File: src/rtl/pcseq_pkg.sv
package pcseq_pkg;
  typedef enum logic [2:0] {
    SEL_HOLD,
    SEL_INC,
    SEL_LOW,
    SEL_JMP,
    SEL_POP,
    SEL_VEC
  } pc_sel_e;
endpackage

File: src/rtl/pcseq_arbiter.sv
module pcseq_arbiter
  import pcseq_pkg::*;
(
  input  logic    irq_i,
  input  logic    ret_i,
  input  logic    jump_i,
  input  logic    call_i,
  input  logic    low_wr_i,
  input  logic    inc_en_i,
  output pc_sel_e sel_o,
  output logic    push_o,
  output logic    pop_o
);
  always_comb begin
    sel_o  = SEL_HOLD;
    push_o = 1'b0;
    pop_o  = 1'b0;
    if (irq_i) begin
      sel_o  = SEL_VEC;
      push_o = 1'b1;
    end else if (ret_i) begin
      sel_o = SEL_POP;
      pop_o = 1'b1;
    end else if (jump_i) begin
      sel_o  = SEL_JMP;
      push_o = call_i;
    end else if (low_wr_i) begin
      sel_o = SEL_LOW;
    end else if (inc_en_i) begin
      sel_o = SEL_INC;
    end
  end
endmodule

File: src/rtl/pcseq_ring_stack.sv
// DEPTH must be a power of two so the pointer wraps naturally.
module pcseq_ring_stack #(
  parameter int W     = 13,
  parameter int DEPTH = 8
) (
  input  logic         clk_i,
  input  logic         rst_ni,
  input  logic         push_i,
  input  logic         pop_i,
  input  logic [W-1:0] push_data_i,
  output logic [W-1:0] top_o
);
  localparam int PTR_W = $clog2(DEPTH);

  logic [W-1:0]     mem_q [DEPTH];
  logic [PTR_W-1:0] ptr_q;
  logic [PTR_W-1:0] rd_idx;

  assign rd_idx = ptr_q - PTR_W'(1);
  assign top_o  = mem_q[rd_idx];

  always_ff @(posedge clk_i or negedge rst_ni) begin
    if (!rst_ni) begin
      ptr_q <= '0;
      for (int i = 0; i < DEPTH; i++) mem_q[i] <= '0;
    end else if (push_i) begin
      mem_q[ptr_q] <= push_data_i;
      ptr_q        <= ptr_q + PTR_W'(1);
    end else if (pop_i) begin
      ptr_q <= rd_idx;
    end
  end
endmodule

File: src/rtl/pc_sequencer.sv
module pc_sequencer
  import pcseq_pkg::*;
#(
  parameter int PC_W  = 13,
  parameter int LO_W  = 8,
  parameter int TGT_W = 11,
  parameter int DEPTH = 8
) (
  input  logic                 clk_i,
  input  logic                 rst_ni,
  input  logic                 inc_en_i,
  input  logic                 low_wr_i,
  input  logic [LO_W-1:0]      low_wdata_i,
  input  logic                 jump_i,
  input  logic                 call_i,
  input  logic [TGT_W-1:0]     target_i,
  input  logic                 irq_i,
  input  logic [PC_W-1:0]      vector_i,
  input  logic                 ret_i,
  input  logic [PC_W-LO_W-1:0] hi_latch_i,
  output logic [PC_W-1:0]      pc_o,
  output logic [LO_W-1:0]      pc_lo_o
);
  localparam int HI_W  = PC_W - LO_W;
  localparam int PAG_W = PC_W - TGT_W;

  pc_sel_e         sel;
  logic            push, pop;
  logic [PC_W-1:0] pc_q, pc_d, pc_inc, push_data, stack_top;

  pcseq_arbiter u_arb (
    .irq_i   (irq_i),
    .ret_i   (ret_i),
    .jump_i  (jump_i),
    .call_i  (call_i),
    .low_wr_i(low_wr_i),
    .inc_en_i(inc_en_i),
    .sel_o   (sel),
    .push_o  (push),
    .pop_o   (pop)
  );

  pcseq_ring_stack #(.W(PC_W), .DEPTH(DEPTH)) u_stack (
    .clk_i      (clk_i),
    .rst_ni     (rst_ni),
    .push_i     (push),
    .pop_i      (pop),
    .push_data_i(push_data),
    .top_o      (stack_top)
  );

  assign pc_inc    = pc_q + PC_W'(1);
  // interrupt resumes at the instruction not yet run; call resumes after itself
  assign push_data = (sel == SEL_VEC) ? pc_q : pc_inc;

  always_comb begin
    unique case (sel)
      SEL_VEC: pc_d = vector_i;
      SEL_POP: pc_d = stack_top;
      SEL_JMP: pc_d = {hi_latch_i[HI_W-1 -: PAG_W], target_i};
      SEL_LOW: pc_d = {hi_latch_i, low_wdata_i};
      SEL_INC: pc_d = pc_inc;
      default: pc_d = pc_q;
    endcase
  end

  always_ff @(posedge clk_i or negedge rst_ni) begin
    if (!rst_ni) pc_q <= '0;
    else         pc_q <= pc_d;
  end

  assign pc_o    = pc_q;
  assign pc_lo_o = pc_q[LO_W-1:0];
endmodule

File: config.mk
export PLATFORM = sky130hd
export DESIGN_NAME = pc_sequencer
export DESIGN_NICKNAME = d
export VERILOG_FILES = /design/src/rtl/pcseq_pkg.sv /design/src/rtl/pcseq_arbiter.sv /design/src/rtl/pcseq_ring_stack.sv /design/src/rtl/pc_sequencer.sv
export SDC_FILE = /design/constraint.sdc
export NUM_CORES = 1
export LEC_CHECK = 0
export ABC_AREA = 0
export ABC_CLOCK_PERIOD_IN_PS = 6300
export BUFFER_PORTS_ARGS = -buffer_cell sky130_fd_sc_hd__clkbuf_2
export CORE_MARGIN = 2
export CORE_UTILIZATION = 60
export DETAILED_ROUTE_END_ITERATION = 10
export PLACE_DENSITY = 0.81
export SLEW_MARGIN = 20
export SYNTH_ARGS = -nofsm -noshare
export SYNTH_HDL_FRONTEND = slang
export SYNTH_HIERARCHICAL = 1
export SYNTH_SLANG_ARGS = --single-unit
File: constraint.sdc
create_clock -name clk_i -period 6.3 [get_ports clk_i]
set_input_delay 0 -clock clk_i [delete_from_list [all_inputs] [get_ports clk_i]]
set_output_delay 0 -clock clk_i [all_outputs]
set_load 0.005 [all_outputs]
==> results of run 1 <==
[path summary, 6_finish.rpt]
check	end	slack, ns
max reg2reg	pc_o[9]$_DFFE_PN0P_	2.56
max in group asynchronous	u_stack/mem_q[18]$_DFFE_PN0P_	4.95
min reg2reg	u_stack/mem_q[55]$_DFFE_PN0P_	0.50
min in group asynchronous	pc_o[0]$_DFFE_PN0P_	0.56
min	pc_o[5]$_DFFE_PN0P_	0.02
max	pc_o[9]$_DFFE_PN0P_	2.56
[power groups by stage]
stage,clock network [mW],registers (mW),logic [mW]
floorplan,0,1.33,1.63
global placement,0,1.42,2.00
detailed placement,0,1.45,2.07
CTS,0.799,1.45,2.14
global route,0.835,1.50,2.33
finish,0.791,1.46,2.17
[Yosys cell counts (2+ instances only)]
library cell	number	share of area, %
sky130_fd_sc_hd__a211o_1	2	0.26
sky130_fd_sc_hd__a32o_1	2	0.30
sky130_fd_sc_hd__or3_1	3	0.28
sky130_fd_sc_hd__a31oi_1	2	0.19
sky130_fd_sc_hd__xor2_1	8	1.0
sky130_fd_sc_hd__a221oi_1	3	0.39
sky130_fd_sc_hd__nand3b_1	2	0.22
sky130_fd_sc_hd__nand3_1	60	4.5
sky130_fd_sc_hd__buf_1	3	0.17
sky130_fd_sc_hd__nor2_1	18	1.0
sky130_fd_sc_hd__nor4_1	3	0.28
sky130_fd_sc_hd__a21o_1	2	0.22
sky130_fd_sc_hd__o21ai_0	21	1.6
sky130_fd_sc_hd__nand2b_1	4	0.37
sky130_fd_sc_hd__and2_1	2	0.19
sky130_fd_sc_hd__and4_1	13	1.7
sky130_fd_sc_hd__nor3_1	13	0.97
sky130_fd_sc_hd__nand2_1	24	1.3
sky130_fd_sc_hd__mux2i_1	60	9.0
sky130_fd_sc_hd__clkbuf_1	13	0.73
sky130_fd_sc_hd__and3_1	2	0.19
sky130_fd_sc_hd__nand4_1	8	0.75
sky130_fd_sc_hd__o31ai_1	2	0.22
sky130_fd_sc_hd__xnor2_1	11	1.4
sky130_fd_sc_hd__nor2b_1	8	0.75
sky130_fd_sc_hd__dfrtp_1	120	45
sky130_fd_sc_hd__buf_4	16	1.8
sky130_fd_sc_hd__o211ai_1	2	0.22
sky130_fd_sc_hd__buf_2	22	1.6
sky130_fd_sc_hd__mux2_2	108	18
sky130_fd_sc_hd__o21a_1	3	0.34
sky130_fd_sc_hd__a21oi_1	6	0.45
sky130_fd_sc_hd__inv_1	5	0.28
sky130_fd_sc_hd__or2_2	2	0.19
sky130_fd_sc_hd__o22ai_1	6	0.56
sky130_fd_sc_hd__o221ai_1	3	0.39
sky130_fd_sc_hd__a22o_1	3	0.39
sky130_fd_sc_hd__ha_1	3	0.56
[critical path, delay by kind of cell, from the launching register on]
kind | cells | cell delay (ns)
flip-flops | 1 | 0.45
multiplexers | 2 | 0.37
adder cells (fa/ha/maj) | 1 | 0.98
buffers and inverters | 3 | 1.17
AND/OR/NAND/NOR | 2 | 0.33
AO/OA/AOI/OAI | 3 | 0.31
[per-stage QoR]
step | util, % | cells | hold WS, ns | cell area [sq um] | setup slack, ns
2_1_floorplan | - | 602 | -0.2956 | 6701 | 3.414
3_3_place_gp | 64.59 | 765 | -0.03429 | 7033 | 3.244
3_5_place_dp | 64.59 | 765 | -0.02974 | 7033 | 3.114
4_1_cts | 71.42 | 819 | 0.001607 | 7776 | 2.586
5_1_grt | 71.45 | 819 | 0.007288 | 7780 | 2.311
6_report | 71.45 | 819 | 0.01761 | 7780 | 2.562
[cell families after synthesis]
family,count (synthesis)
compound gates,61
xor+xnor,20
fa+ha+maj,3
buf+inv,60
flops,120
mux,169
simple gates,169
[cell type report]
cell class	count	area [sq um]
multi-input cells	422	3411
clock buffers	22	442.9
flip-flops and latches	120	3003
inverters	5	18.77
fillers	730	3108
repair buffers	104	699.4
well taps	140	175.2
clock inverters	6	30.03
[per-layer routing]
layer | vias to the layer above | GRT usage, % | wire [um]
met5 | - | 0 | 13
met4 | 2 | 16.09 | 651
met3 | 57 | 9.247 | 1340
met2 | 282 | 48.50 | 8174
met1 | 2544 | 37.27 | 7247
li1 | 2332 | - | -
[flip-flops by register name, indices dropped and copies added, names as in the netlist]
| signal | cells |
|---|---|
| pc_o | 13 |
| u_stack/mem_q | 104 |
| u_stack/ptr_q | 3 |
[cell usage in the layout (no fill, tap or decap), types with 13 or more instances in the layout]
master	n
sky130_fd_sc_hd__nand2_1	24
sky130_fd_sc_hd__dlygate4sd3_1	25
sky130_fd_sc_hd__clkbuf_16	16
sky130_fd_sc_hd__o21ai_0	21
sky130_fd_sc_hd__and4_1	13
sky130_fd_sc_hd__nor2_1	17
sky130_fd_sc_hd__mux2i_1	60
sky130_fd_sc_hd__clkbuf_2	64
sky130_fd_sc_hd__buf_4	13
sky130_fd_sc_hd__mux2_2	108
sky130_fd_sc_hd__dfrtp_1	120
sky130_fd_sc_hd__nand3_1	60
==> reports/qor.tcl, run 1 <==
set qor(grt_antenna_before_repair) 1
set qor(cts_resized) 0
set qor(synth_edf_count) 0
set qor(finalMaxSlewViolations) 0
set qor(drt-wirelength-per-cell_um) 21.28
set qor(clk_lat_worst_skew_ns) 0.52
set qor(final_period_minus_worst_setup_slack_ns) 3.738
set qor(critical_path_slowest_stage_cell) {sky130_fd_sc_hd__ha_2}
set qor(detail_route.iter0.violations) 578
set qor(final_period_utilization_pct) 59.33
set qor(cts.sink_count) 120
set qor(h-tree-depth) 4
set qor(switching_share_pct) 39.77
set qor(worst-endpoint-required_ns) 6.70
set qor(grt_pass1_wl_mm) 27.09
set qor(power.ir.vdd_worst_v) 0.0004318
set qor(grt_start_max_net_pins) 91
set qor(p_total_mw) 4.421
set qor(syn-cell-area_sq_mm) 0.006701
set qor(worst_path_largest_cell_delay_ns) 0.98
set qor(chip_width_um) 109.7
set qor(netlist_instances) 602
set qor(regToRegStartpoint) {u_stack/ptr_q[1]$_DFFE_PN0P_}
set qor(initial_core_utilization_pct) 61.55
set qor(number_of_setup_buffers_added_after_cts) 0
set qor(hp-start) {target_i[5]}
set qor(die_area_sq_mm) 0.01203
set qor(cts.reportedPaths.clkPinSlew_ns) 0.06
set qor(area_growth_syn_to_layout_pct) 16.09
set qor(hold_path_depth) 5
set qor(routed_via_density) 6.370
set qor(timing_hold_violations_final) 0
set qor(crit_path_start) {u_stack/ptr_q[1]$_DFFE_PN0P_}
set qor(achievable_freq_mhz) 267.5
set qor(io-pin-count) 66
set qor(finish.net_count) 718
set qor(crit_chain) {inv_1 -> ha_2 -> buf_4 -> mux2i_1 -> nand3_1 -> and4_1 -> mux2i_1 -> o21ai_0 -> o21ai_0 -> dlygate4sd3_1 -> o21ai_0}
set qor(detail_route.drc_violations) 0
set qor(tritoncts) {built}
set qor(cts_max_path_buffers) 2
set qor(synth_fa_ha_area_share_pct) 0.5601
set qor(num_rows) 38
set qor(syn_nets) 650
set qor(synthXorXnorAreaFrac_pct) 2.726
set qor(cell_variety_after_synth) 52
set qor(pwr-share-comb_pct) 49.1
set qor(switchingPower_mw) 1.758
set qor(combinational_family_with_the_most_area_after_synthesis) {multiplexers}
set qor(final_antenna_violating_net_count) 0
set qor(p_seq_share_pct) 33.0
set qor(drt-pass1-iter-count) 7
set qor(rsz_0062_raised_after_global_routing) {false}
set qor(timing.hold.worst.class) {input pin to register}
set qor(postSynthAreaPerCell_sq_um) 11.13
set qor(critPathMostFrequentCell) {sky130_fd_sc_hd__o21ai_0}
set qor(post-dp-hpwl_mm) 10.63
set qor(fp.coreArea_sq_mm) 0.01089
set qor(synth_compound_gate_area_share_pct) 6.049
set qor(worstSetupEndpointType) {register}
set qor(globalplace.congestion) 0.9547
set qor(dr_total_vias) 5217
set qor(critPathArrivalTime_ns) 4.14
set qor(cts_root_buffer) {sky130_fd_sc_hd__clkbuf_8}
set qor(worst-r2r-cell-count) 11
set qor(port-buffer-count) 65
set qor(synth_seq_area_share_pct) 44.81
set qor(number_of_buffers_added_by_the_clock_tree_synthesis_step) 17
set qor(cts_hold_buf) 26
set qor(worstSetupPathType) {register to register}
set qor(synth_simple_gate_area_share_pct) 13.63
set qor(drive_above_1_share_pct) 33.14
set qor(total_leakage_power_nw) 3.448
set qor(critical_path.max_fanout) 32
set qor(status) {finished clean}
set qor(worstMarginPinSlew_ns) 1.128
set qor(max_slew_margin_pct) 24.60
set qor(synth_async_sr_flop_share_pct) 100.0
set qor(cap_viol_max_count) 0
set qor(synthesis.yosys.warnings) 6
set qor(p_clk_share_pct) 17.9
set qor(globalRouteOverflowTotal) 0
set qor(power-per-cell-area_mw_per_mm2) 568.3
set qor(timing.clock.skew_ns) 0.008823
set qor(setup_viol) 0
set qor(die_h_um) 109.7
set qor(setup_tns_ns) 0
set qor(diodes) 0
set qor(synth_seq_cells) 120
set qor(routed_wirelength_mm) 17.43
set qor(synth_mux_area_share_pct) 27.45
set qor(critPathLaunchType) {register}
set qor(track_usage_pct) 30.44
set qor(vias_in_the_first_global_route) 5238
set qor(synth_flop_cell) {sky130_fd_sc_hd__dfrtp_1}
set qor(p_int_mw) 2.663
Power figures use the tool's default switching activity.
==> run 2, diff against run 1 <==
Settings changed: ABC_CLOCK_PERIOD_IN_PS 6300 to 3600.
Clock period 6.3 ns to 3.6 ns, I/O delays scaled along.
==> run 2 against run 1 <==
Against the previous run: utilization grew 1.3 points; worst hold slack improved by 0.0040 ns; routed wire length fell by 1.7%; register-to-register slack worse by 2.3 ns; clock skew is essentially flat; clock power grew 100%; sequential share of layout area decreased by 0.68 points; global-route usage about the same.
==> reports/qor.tcl, run 2 (synthesis results as in run 1) <==
set qor(fp.coreArea_sq_mm) 0.01089
set qor(num_rows) 38
set qor(finish.net_count) 727
set qor(rsz_0062_raised_after_global_routing) {false}
set qor(critPathArrivalTime_ns) 3.70
set qor(p_int_mw) 4.869
set qor(track_usage_pct) 30.47
set qor(grt_antenna_before_repair) 1
set qor(grt_pass1_wl_mm) 27.42
set qor(cap_viol_max_count) 0
set qor(total_leakage_power_nw) 3.518
set qor(cts_root_buffer) {sky130_fd_sc_hd__clkbuf_8}
set qor(globalRouteOverflowTotal) 0
set qor(p_seq_share_pct) 31.9
set qor(vias_in_the_first_global_route) 5348
set qor(max_slew_margin_pct) 44.77
set qor(routed_wirelength_mm) 17.13
set qor(area_growth_syn_to_layout_pct) 18.19
set qor(regToRegStartpoint) {u_stack/ptr_q[1]$_DFFE_PN0P_}
set qor(pre_cts_ws_ns) 0.8839
set qor(crit_path_start) {u_stack/ptr_q[1]$_DFFE_PN0P_}
set qor(finalMaxSlewViolations) 0
set qor(number_of_buffers_added_by_the_clock_tree_synthesis_step) 17
set qor(port-buffer-count) 65
set qor(timing_hold_violations_final) 0
set qor(routed_via_density) 6.234
set qor(hp-start) {call_i}
set qor(critical_path_slowest_stage_cell) {sky130_fd_sc_hd__xor2_2}
set qor(setup_viol) 0
set qor(power.ir.vdd_worst_v) 0.0004908
set qor(drt-pass1-iter-count) 6
set qor(initial_core_utilization_pct) 61.55
set qor(crit_chain) {inv_1 -> ha_2 -> xor2_2 -> buf_4 -> nand3_1 -> and4_1 -> mux2_2 -> o221ai_1 -> a21oi_1 -> a21o_1 -> dlygate4sd3_1}
set qor(die_area_sq_mm) 0.01203
set qor(power-per-cell-area_mw_per_mm2) 1002
set qor(io-pin-count) 66
set qor(post-dp-hpwl_mm) 10.81
set qor(registers.top_by_ff_count) {u_stack/mem_q}
set qor(hold_path_depth) 4
set qor(timing.clock.skew_ns) 0.008324
set qor(status) {finished clean}
set qor(worst-r2r-cell-count) 11
set qor(achievable_freq_mhz) 302.7
set qor(worst_path_largest_cell_delay_ns) 0.57
set qor(final_antenna_violating_net_count) 0
set qor(setup_tns_ns) 0
set qor(final_period_utilization_pct) 91.76
set qor(placement.cell_area_sq_mm) 0.007086
set qor(critPathLaunchType) {register}
set qor(p_clk_share_pct) 19.9
set qor(timing.hold.worst.class) {input pin to register}
set qor(die_h_um) 109.7
set qor(pwr-share-comb_pct) 48.2
set qor(tritoncts) {built}
set qor(layout_commonest_cell) {sky130_fd_sc_hd__dfrtp_1}
set qor(final_period_minus_worst_setup_slack_ns) 3.303
set qor(worst-endpoint-required_ns) 4.00
set qor(cts.reportedPaths.clkPinSlew_ns) 0.06
set qor(switching_share_pct) 38.64
set qor(globalplace.congestion) 0.9774
set qor(largest_register_ffs) 104
set qor(dr_total_vias) 5187
set qor(number_of_setup_buffers_added_after_cts) 0
set qor(drt-wirelength-per-cell_um) 20.59
set qor(worstMarginPinSlew_ns) 0.8284
set qor(critical_path.max_fanout) 13
set qor(cts_max_path_buffers) 2
set qor(detail_route.drc_violations) 0
set qor(layout_common_cells) {sky130_fd_sc_hd__dfrtp_1 (120), sky130_fd_sc_hd__mux2_2 (108), sky130_fd_sc_hd__clkbuf_2 (64)}
set qor(grt_start_max_net_pins) 61
set qor(worstSetupPathType) {register to register}
set qor(detail_route.iter0.violations) 695
set qor(drive_above_1_share_pct) 34.15
set qor(cts_hold_buf) 28
set qor(chip_width_um) 109.7
set qor(nFillCells) 715
set qor(fin_area_sq_mm) 0.007920
set qor(cts.sink_count) 120
set qor(cts_resized) 0
set qor(h-tree-depth) 4
set qor(clk_lat_worst_skew_ns) 0.52
set qor(post-route-worst-setup-slack_ns) 0.2968
set qor(worstSetupEndpointType) {register}
set qor(switchingPower_mw) 3.067
-- run 2: changes by cell type in the layout (fill, tap and decap cells not counted), moves of 2 or more --
cell                            delta
sky130_fd_sc_hd__dlygate4sd3_1     +3
sky130_fd_sc_hd__clkbuf_1          -2
sky130_fd_sc_hd__bufinv_16         +2
sky130_fd_sc_hd__buf_4             +8
-- run 2: power groups by stage --
| stage | combinational [mW] | sequential [mW] | clock [mW] |
|---|---|---|---|
| detailed placement | 3.62 | 2.53 | 0 |
| finish | 3.83 | 2.53 | 1.58 |
| floorplan | 2.86 | 2.32 | 0 |
| CTS | 3.77 | 2.52 | 1.60 |
| global placement | 3.55 | 2.47 | 0 |
| global route | 4.11 | 2.62 | 1.67 |
-- run 2: path summary, 6_finish.rpt --
kind	slack, ns	endpoint
max	0.30	pc_o[4]$_DFFE_PN0P_
min	0.02	u_stack/ptr_q[1]$_DFFE_PN0P_
max reg2reg	0.30	pc_o[4]$_DFFE_PN0P_
min reg2reg	0.50	u_stack/mem_q[14]$_DFFE_PN0P_
max in group asynchronous	2.57	u_stack/mem_q[61]$_DFFE_PN0P_
min in group asynchronous	0.12	pc_o[0]$_DFFE_PN0P_
-- run 2: per-stage QoR --
stage	utilization [%]	hold WS (ns)	power, mW	std cells
2_1_floorplan	-	-0.2956	5.182	602
3_3_place_gp	65.08	0.1273	6.020	772
3_5_place_dp	65.08	0.1299	6.152	772
4_1_cts	72.72	0.002077	7.886	831
5_1_grt	72.74	0.04554	8.398	832
6_report	72.74	0.02160	7.936	832
-- run 2: area by class of cell --
type	count	area, sq um	area share, %
Inverter	5	18.77	0.2370
Clock inverter	10	102.6	1.295
Sequential cell	120	3003	37.91
Antenna cell	1	2.502	0.03160
Tap cell	140	175.2	2.212
Timing Repair Buffer	113	758.2	9.573
Multi-Input combinational cell	422	3411	43.06
Clock buffer	21	449.2	5.671
-- run 2: per-layer routing --
| layer | vias up | global-route usage, % | share of wire, % |
|---|---|---|---|
| met3 | 59 | 8.239 | 6.9 |
| met2 | 253 | 48.85 | 48 |
| met5 | - | 0 | 0 |
| met4 | 0 | 14.83 | 3.8 |
| met1 | 2529 | 38.26 | 41 |
| li1 | 2346 | - | - |
-- run 2: critical path: cells and delay by family (launching register included) --
family          cells  cell delay, ns
xor+xnor            1            0.57
fa+ha+maj           1            0.24
compound gates      3            0.39
mux                 1            0.26
simple gates        2            0.30
flops               1            0.44
buf+inv             3            0.98
==> run 3, diff against run 2 <==
Settings changed: PLACE_DENSITY 0.81 to default, PLACE_DENSITY_LB_ADDON from default to 0.1, REMOVE_ABC_BUFFERS from default to 1.
==> run 3 against run 2 <==
Against the previous run: routed wire length is 8.7% higher; highest routed layer unchanged; critical endpoint is now pc_o[0]$_DFFE_PN0P_; die area stayed put; final cell count is 0.60% lower.
==> reports/qor.tcl, run 3 (synthesis results as in run 1) <==
set qor(crit_buf_inv) 3
set qor(final_antenna_violating_net_count) 0
set qor(layout_commonest_cell) {sky130_fd_sc_hd__dfrtp_1}
set qor(tritoncts) {built}
set qor(die_area_sq_mm) 0.01203
set qor(chip_width_um) 109.7
set qor(place_inst) 770
set qor(clk_lat_worst_skew_ns) 0.54
set qor(cts_max_path_buffers) 2
set qor(drive_above_1_share_pct) 34.35
set qor(vias_in_the_first_global_route) 5230
set qor(placement.cell_area_sq_mm) 0.007083
set qor(port-buffer-count) 65
set qor(num_rows) 38
set qor(drt-wirelength-per-cell_um) 22.51
set qor(groute.layer.met3.usage_pct) 9.603
set qor(worstSetupEndpointType) {register}
set qor(registers.top_by_ff_count) {u_stack/mem_q}
set qor(holdWs_ns) 0.02715
set qor(detail_route.iter0.violations) 545
set qor(critical_path.max_fanout) 39
set qor(cts.reportedPaths.clkPinSlew_ns) 0.06
set qor(layout.core_utilization_pct) 72.83
set qor(final_cell_count_no_fill) 827
set qor(timing.clock.skew_ns) 0.006719
set qor(dr_total_vias) 5279
set qor(worst_path_largest_cell_delay_ns) 0.55
set qor(achievable_freq_mhz) 311.1
set qor(cp_top_family) {multiplexers}
set qor(grt.busiest_layer) {met2}
set qor(grt_start_max_net_pins) 46
set qor(total_leakage_power_nw) 3.513
set qor(crit_chain) {inv_1 -> ha_2 -> buf_12 -> mux2i_1 -> nand3_1 -> and4_1 -> mux4_2 -> mux2_2 -> dlygate4sd3_1}
set qor(area_growth_syn_to_layout_pct) 18.33
set qor(fp.coreArea_sq_mm) 0.01089
set qor(status) {finished clean}
set qor(worstMarginPinSlew_ns) 0.9406
set qor(max_slew_margin_pct) 37.29
set qor(globalplace.congestion) 0.9466
set qor(timing.hold.worst.class) {input pin to register}
set qor(routed_wirelength_mm) 18.62
set qor(largest_register_ffs) 104
set qor(final_period_minus_worst_setup_slack_ns) 3.215
set qor(diodes) 0
set qor(grtUsageMet2_pct) 49.87
set qor(p_total_mw) 7.985
set qor(critical_path_slowest_stage_cell) {sky130_fd_sc_hd__dlygate4sd3_1}
set qor(worstSetupPathType) {register to register}
set qor(cts_root_buffer) {sky130_fd_sc_hd__clkbuf_8}
set qor(post-dp-hpwl_mm) 12.11
set qor(cap_viol_max_count) 0
set qor(rsz_0062_raised_after_global_routing) {false}
set qor(detail_route.drc_violations) 0
set qor(grt_antenna_before_repair) 0
set qor(track_usage_pct) 33.10
set qor(fin_area_sq_mm) 0.007930
set qor(worst-endpoint-required_ns) 4.02
set qor(timing_hold_violations_final) 0
set qor(cts.sink_count) 120
set qor(grt_util_met1_pct) 43.81
set qor(finish.net_count) 722
set qor(setup_viol) 0
set qor(critPathArrivalTime_ns) 3.63
set qor(io-pin-count) 66
set qor(final_period_utilization_pct) 89.30
set qor(critPathLaunchType) {register}
set qor(power-per-cell-area_mw_per_mm2) 1007
set qor(power.ir.vdd_worst_v) 0.0006467
set qor(routed_via_density) 6.383
set qor(setup_tns_ns) 0
set qor(number_of_setup_buffers_added_after_cts) 0
set qor(pre_cts_ws_ns) 0.9596
set qor(h-tree-depth) 4
set qor(die_h_um) 109.7
set qor(grt_pass1_wl_mm) 28.85
set qor(globalRouteOverflowTotal) 0
set qor(layout_common_cells) {sky130_fd_sc_hd__dfrtp_1 (120), sky130_fd_sc_hd__mux2_2 (108), sky130_fd_sc_hd__clkbuf_2 (64)}
set qor(drt-pass1-iter-count) 5
set qor(nFillCells) 776
set qor(post-route-worst-setup-slack_ns) 0.3852
set qor(initial_core_utilization_pct) 61.55
set qor(number_of_buffers_added_by_the_clock_tree_synthesis_step) 17
set qor(finalMaxSlewViolations) 0
[run 3: cell types whose count changed in the layout (fill, tap and decap cells not counted), sizes merged]
cell / before / now
buf: 21 / 20
bufinv: 2 / 3
diode: 1 / 0
dlygate4sd3: 28 / 24
clkinvlp: 1 / 2
clkbuf: 85 / 84
[run 3: worst paths after layout]
path	cells after the start	endpoint	startpoint	slack, ns
max	9	pc_o[0]$_DFFE_PN0P_	u_stack/ptr_q[1]$_DFFE_PN0P_	0.39
min reg2reg	1	u_stack/mem_q[48]$_DFFE_PN0P_	u_stack/mem_q[48]$_DFFE_PN0P_	0.50
max reg2reg	9	pc_o[0]$_DFFE_PN0P_	u_stack/ptr_q[1]$_DFFE_PN0P_	0.39
min in group asynchronous	4	u_stack/mem_q[0]$_DFFE_PN0P_	rst_ni	0.55
min	4	u_stack/ptr_q[0]$_DFFE_PN0P_	ret_i	0.03
max in group asynchronous	4	u_stack/mem_q[22]$_DFFE_PN0P_	rst_ni	2.46
[run 3: worst reg2reg max path: stages, from the launching register on]
cell	delay, ns
sky130_fd_sc_hd__dfrtp_1	0.43
sky130_fd_sc_hd__inv_1	0.08
sky130_fd_sc_hd__ha_2	0.37
sky130_fd_sc_hd__buf_12	0.28
sky130_fd_sc_hd__mux2i_1	0.32
sky130_fd_sc_hd__nand3_1	0.11
sky130_fd_sc_hd__and4_1	0.24
sky130_fd_sc_hd__mux4_2	0.45
sky130_fd_sc_hd__mux2_2	0.27
sky130_fd_sc_hd__dlygate4sd3_1	0.55
[run 3: report_power, final]
part           switching, mW  internal, mW
Sequential             0.509          2.02
Combinational           1.95          1.83
Clock                  0.614          1.07
Total                   3.07          4.92
[run 3: cell type report]
cell class | count | area, sq um | share of cell area (%)
clock buffer | 20 | 435.4 | 5.491
clock inverter | 12 | 151.4 | 1.909
inverter | 5 | 18.77 | 0.2367
multi-input combinational | 422 | 3411 | 43.01
sequential | 120 | 3003 | 37.87
tap | 140 | 175.2 | 2.209
timing repair buffer | 108 | 735.7 | 9.277
[run 3: timing repair]
| item | 4_1_cts | 5_1_grt |
|---|---|---|
| resized for setup | 0 | 0 |
| endpoints found under the hold margin | 133 | 0 |
| hold buffers | 25 | 0 |
[run 3: metal layers]
| layer | wire, um | up-vias | part of all wire [%] |
|---|---|---|---|
| met2 | 8509 | 236 | 46 |
| li1 | - | 2345 | - |
| met5 | 0 | - | 0 |
| met1 | 7823 | 2642 | 42 |
| met4 | 801 | 0 | 4.3 |
| met3 | 1482 | 56 | 8.0 |
